[src/rtl/bitop_pkg.sv]
package bitop_pkg;

  typedef enum logic [2:0] {
    BOP_TEST  = 3'd0,
    BOP_SET   = 3'd1,
    BOP_CLR   = 3'd2,
    BOP_FLIP  = 3'd3,
    BOP_SCANF = 3'd4,
    BOP_SCANR = 3'd5,
    BOP_RSV6  = 3'd6,
    BOP_RSV7  = 3'd7
  } bop_e;

  function automatic logic bop_is_scan(input bop_e op);
    return (op == BOP_SCANF) || (op == BOP_SCANR);
  endfunction

endpackage

[src/rtl/bitop_offset.sv]
module bitop_offset #(
  parameter int DW = 32,
  localparam int IW = $clog2(DW),
  localparam int HW = DW / 2
) (
  input  logic          wide,
  input  logic          imm_sel,
  input  logic [7:0]    imm,
  input  logic [DW-1:0] regv,
  output logic [IW-1:0] pos
);

  logic [DW-1:0] raw;

  always_comb begin
    raw = imm_sel ? {{(DW-8){1'b0}}, imm} : regv;
    if (wide) pos = IW'(raw % DW);
    else      pos = IW'(raw % HW);
  end

endmodule

[src/rtl/bitop_modify.sv]
module bitop_modify
  import bitop_pkg::*;
#(
  parameter int DW = 32,
  localparam int IW = $clog2(DW)
) (
  input  bop_e          op,
  input  logic [DW-1:0] opnd,
  input  logic [IW-1:0] pos,
  output logic [DW-1:0] res,
  output logic          old_bit
);

  logic [DW-1:0] hot;

  for (genvar g = 0; g < DW; g++) begin : g_hot
    assign hot[g] = (pos == IW'(g));
  end

  assign old_bit = |(opnd & hot);

  always_comb begin
    unique case (op)
      BOP_SET:  res = opnd | hot;
      BOP_CLR:  res = opnd & ~hot;
      BOP_FLIP: res = opnd ^ hot;
      default:  res = opnd;
    endcase
  end

endmodule

[src/rtl/bitop_scan.sv]
module bitop_scan #(
  parameter int DW      = 32,
  parameter bit REVERSE = 1'b0,
  localparam int IW = $clog2(DW)
) (
  input  logic [DW-1:0] vec,
  output logic [IW-1:0] idx,
  output logic          found
);

  assign found = |vec;

  if (REVERSE) begin : g_rev
    always_comb begin
      idx = '0;
      for (int i = 0; i < DW; i++)
        if (vec[i]) idx = IW'(i);
    end
  end else begin : g_fwd
    always_comb begin
      idx = '0;
      for (int i = DW - 1; i >= 0; i--)
        if (vec[i]) idx = IW'(i);
    end
  end

endmodule

[src/rtl/bitop_unit.sv]
module bitop_unit
  import bitop_pkg::*;
#(
  parameter int DW = 32,
  localparam int IW = $clog2(DW)
) (
  input  logic          clk,
  input  logic          rst,
  input  logic          in_valid,
  input  logic [2:0]    in_op,
  input  logic          in_wide,
  input  logic          in_imm_sel,
  input  logic [7:0]    in_imm,
  input  logic [DW-1:0] in_reg,
  input  logic [DW-1:0] in_opnd,
  output logic          out_valid,
  output logic [DW-1:0] out_result,
  output logic          out_cf,
  output logic          out_zf,
  output logic [IW-1:0] out_index
);

  localparam int HW = DW / 2;

  bop_e          op;
  logic [DW-1:0] opnd_m;
  logic [IW-1:0] pos;
  logic [DW-1:0] mod_res;
  logic          old_bit;
  logic [IW-1:0] idx_f, idx_r;
  logic          found_f, found_r;

  assign op = bop_e'(in_op);

  for (genvar g = 0; g < DW; g++) begin : g_mask
    if (g < HW) begin : g_lo
      assign opnd_m[g] = in_opnd[g];
    end else begin : g_hi
      assign opnd_m[g] = in_opnd[g] & in_wide;
    end
  end

  bitop_offset #(.DW(DW)) u_ofs (
    .wide(in_wide), .imm_sel(in_imm_sel), .imm(in_imm), .regv(in_reg), .pos(pos)
  );

  bitop_modify #(.DW(DW)) u_mod (
    .op(op), .opnd(opnd_m), .pos(pos), .res(mod_res), .old_bit(old_bit)
  );

  bitop_scan #(.DW(DW), .REVERSE(1'b0)) u_scf (
    .vec(opnd_m), .idx(idx_f), .found(found_f)
  );

  bitop_scan #(.DW(DW), .REVERSE(1'b1)) u_scr (
    .vec(opnd_m), .idx(idx_r), .found(found_r)
  );

  always_ff @(posedge clk) begin
    if (rst) begin
      out_valid  <= 1'b0;
      out_result <= '0;
      out_cf     <= 1'b0;
      out_zf     <= 1'b0;
      out_index  <= '0;
    end else begin
      out_valid <= in_valid;
      if (in_valid) begin
        if (bop_is_scan(op)) begin
          out_result <= opnd_m;
          if (op == BOP_SCANR) begin
            out_zf <= ~found_r;
            if (found_r) out_index <= idx_r;
          end else begin
            out_zf <= ~found_f;
            if (found_f) out_index <= idx_f;
          end
        end else begin
          out_result <= mod_res;
          out_cf     <= old_bit;
        end
      end
    end
  end

endmodule

[config.mk]
export PLATFORM = sky130hd
export DESIGN_NAME = bitop_unit
export DESIGN_NICKNAME = d
export VERILOG_FILES = /design/src/rtl/bitop_pkg.sv /design/src/rtl/bitop_offset.sv /design/src/rtl/bitop_modify.sv /design/src/rtl/bitop_scan.sv /design/src/rtl/bitop_unit.sv
export SDC_FILE = /design/constraint.sdc
export NUM_CORES = 1
export LEC_CHECK = 0
export BUFFER_PORTS_ARGS = -buffer_cell sky130_fd_sc_hd__buf_4
export CORE_MARGIN = 2
export CORE_UTILIZATION = 50
export CTS_CLUSTER_SIZE = 8
export DETAILED_ROUTE_END_ITERATION = 6
export GPL_TIMING_DRIVEN = 1
export PLACE_DENSITY = 0.9
export SYNTH_ARGS = -nofsm -noshare
export SYNTH_HDL_FRONTEND = slang
export SYNTH_SLANG_ARGS = --single-unit
[constraint.sdc]
create_clock -name clk -period 2.3 [get_ports clk]
set_input_delay 0.46 -clock clk [delete_from_list [all_inputs] [get_ports clk]]
set_output_delay 0.46 -clock clk [all_outputs]
set_load 0.02 [all_outputs]
==> metrics.md <==
| Metric | Value |
|---|---|
| Post-Syn Area | `4866 sq um` |
| Crit Path Max Fanout | `4` |
| Cts hold-fix bufs | `0` |
| Die area | `about 11000 sq um` |
| Htree depth | `2` |
| P per Cell Area | `365.4 nW/um^2` |
| Syn. warnings | `0` |
| Count leader, synth | `ha_1` |
| Final nets | `about 940` |
| Total GRT Usage | `a little over a quarter` |
| Antenna violations before repair | `0` |
| CP cell instances | `buf_4, mux2_4, nand2_2, nor2_2, buf_4, nand2_1, inv_1, ha_1, nor4_1, nand4_1, nor3_2, nor3_1` |
| Hold crit path type | `in2reg` |
| DP HPWL | `approximately 11000 um` |
| EDFF count, synth | `0` |
| WHS | `~0.4 ns` |
| Worst slew margin | `about three fifths` |
| Minimum clock period | `2.331 ns` |
| Crit path required time | `2.48 ns` |
| Total Power | `around 2.3 mW` |
| WS Path Type | `in2reg` |
| DRC | `0` |
| Number of global-route vias before repair | `4942` |
| Synthesized net count | `between 800 and 900` |
| Slowest stage cell, crit path | `nor4_1` |
| Placeable Area | `9594 sq um` |
| Fin Setup TNS | `-0.03056 ns` |
| Root buf cell | `clkbuf_8` |
| Kind of cell adding the most delay to the critical path | `simple AND/OR/NAND/NOR gates` |
| First-pass GRT wire length | `23070 um` |
| Largest net degree at the start of global routing | `67` |
| Clock latency on the worst-skew pair | `approximately 0.30 ns` |
| Final wirelength | `approximately 15000 um` |
| Diodes inserted | `0` |
| Overflow after GRT | `0` |
| Final ANT Viol Nets | `0` |
| Top area cells in the synthesized netlist | `ha_1 (25%), dfxtp_1 (16%), nor2_1 (6.2%)` |
| Initial Util | `about half` |
| Number of fill cells | `slightly below 800` |
| Placed Instances | `887` |
| Clock Skew | `0 ns` |
| Status | `finished, violations left` |
| Num rows | `36` |
| TritonCTS clock tree | `done` |
| Tightest Pin Transition | `a little over 0.6 ns` |
| Routed wire per std cell | `between 15 and 20 um` |
| Post-synth ARST share | `0%` |
| CP endpoint kind | `flop` |
| Most frequent cells after synthesis | `ha_1 (96), nor2_1 (80), nand2_1 (71)` |
| Final setup margin | `-0.03056 ns` |
| Layout cells sized above 1 | `between 20 and 30%` |
| Die H | `~100 um` |
| I/O Buffers | `89` |
| I/O pins | `120` |
| Max Clock Freq | `0.4291 GHz` |
| Slowest cell delay on critical path | `0.40 ns` |
| Maxcap violations | `0` |
| Endpoints failing hold | `0` |
| DRT iter0 DRCs | `roughly 380` |
| Die W | `slightly above 100 um` |
| Count of buffer and inverter cells on the critical path | `3` |
| Max VDD drop | `approximately 250 uV` |
| Final setup viols | `1` |
| Synthesized instance count | `658` |
| Failing checks | `negative setup slack` |
| Sequential fraction of the synthesis area | `16.46%` |
| Slew Viols, Final | `0` |
| Data arrival time of the worst path | `~2.5 ns` |
| Area grow syn2layout | `26.84%` |
| Reg clk slew, reported paths | `roughly 0.080 ns` |
| Register bit total from synthesis | `40` |
| Final worst-path cycle share | `101.3%` |
| Synth unique cells | `56` |
| Placer Congestion | `roughly 0.97` |
| Crit path top cell by count | `buf_4` |
| Routed via count | `5239` |
| RSZ-0062 raised after global routing | `yes` |
| Biggest area consumer among synthesized cells | `ha_1` |
| Num Clock Sinks | `40` |
| Vias/cell | `between 5 and 6` |
| Syn Area/Cell | `around 7.4 sq um` |
| Non-Filler Instances | `roughly 900` |
| CTS max path bufs | `2` |
| P_leak | `a little over 3 nW` |
| Total CTS buffers | `5` |
| Post-synth top area share | `approximately a quarter` |
| DR pass1 iterations | `6` |
| Synth Flop Type | `dfxtp_1` |
| Critical path startpoint category | `input port` |
cells by family (layout without fill, tap and decap cells):
group / after synthesis / count (layout) / synth area share, %
and+or+nand+nor: 212 / 212 / 19.54
buffers and inverters: 103 / 209 / 9.334
adders and majority gates: 96 / 96 / 24.68
DFF: 40 / 40 / 16.46
AOI/OAI and AO/OA: 184 / 184 / 24.69
muxes: 23 / 23 / 5.297
placed cells by master, fill, tap and decap left out, types with 10 or more instances in the layout:
cell type / n
a211oi_1: 13
a21oi_1: 43
a21oi_2: 11
buf_4: 131
dfxtp_1: 40
ha_1: 95
inv_1: 67
mux2_2: 21
nand2_1: 56
nand2_2: 14
nand2b_1: 10
nor2_1: 74
nor2b_1: 17
o21ai_0: 38
o21ai_1: 13
o221ai_1: 18
final cells by class:
| type | count | area (sq um) | share of cell area (%) |
|---|---|---|---|
| tap | 133 | 166.4 | 2.696 |
| timing repair buffer | 134 | 1026 | 16.62 |
| sequential | 40 | 800.8 | 12.97 |
| multi-input combinational | 515 | 3820 | 61.89 |
| inverter | 67 | 251.5 | 4.075 |
| clock inverter | 2 | 35.03 | 0.5676 |
| clock buffer | 6 | 72.57 | 1.176 |
report_power, final:
| group | switching, mW | total [mW] | leakage, nW | internal (mW) |
|---|---|---|---|---|
| clock network | 0.283 | 0.606 | 0.0552 | 0.323 |
| registers | 0.0242 | 0.764 | 0.331 | 0.740 |
| logic | 0.516 | 0.885 | 2.70 | 0.369 |
| total | 0.824 | 2.26 | 3.09 | 1.43 |
worst register-to-register path, cell delays in order (launching register included):
cell,delay (ns)
dfxtp_1,0.36
nor2_1,0.06
a311oi_1,0.22
path summary, 6_finish.rpt:
path	startpoint	end	slack (ns)	depth (start not counted)
worst max-delay path	in_imm_sel	out_cf$_SDFFE_PP0P_	-0.03	12
worst min register to register	out_result[28]$_SDFFE_PP0P_	out_result[28]$_SDFFE_PP0P_	0.49	2
worst max register to register	out_index[0]$_SDFFE_PP0P_	out_index[0]$_SDFFE_PP0P_	1.57	2
worst min-delay path	in_valid	out_valid$_SDFF_PP0_	0.40	3
what timing repair did:
| action | in CTS | in global routing |
|---|---|---|
| hold endpoints to repair | 0 | 0 |
| resized for setup | 6 | 52 |
| setup buffers | 0 | 2 |
| endpoints found under the setup margin | 7 | 21 |
| pin swaps | 0 | 10 |
flip-flops by register name (all words and copies together) (netlist names):
signal and count:
out_valid 1, out_zf 1, out_index 5, out_result 32, out_cf 1
stage by stage:
step | util, % | setup WS, ns | instance area, sq um
floorplan | - | -0.01249 | 4898
global placement | 61.10 | -0.3167 | 5862
detailed placement | 61.10 | -0.3457 | 5862
CTS | 62.44 | 0.01213 | 5991
global route | 64.33 | -0.06221 | 6172
finish | 64.33 | -0.03056 | 6172
per-layer routing:
layer	global-route usage, %	wire length, um	vias to the layer above
li1	-	-	2505
met1	34.34	5919	2403
met2	45.10	6941	262
met3	4.339	1129	69
met4	13.85	689	0
met5	0	0	-
Note: power is estimated with default switching activity, not from simulation.
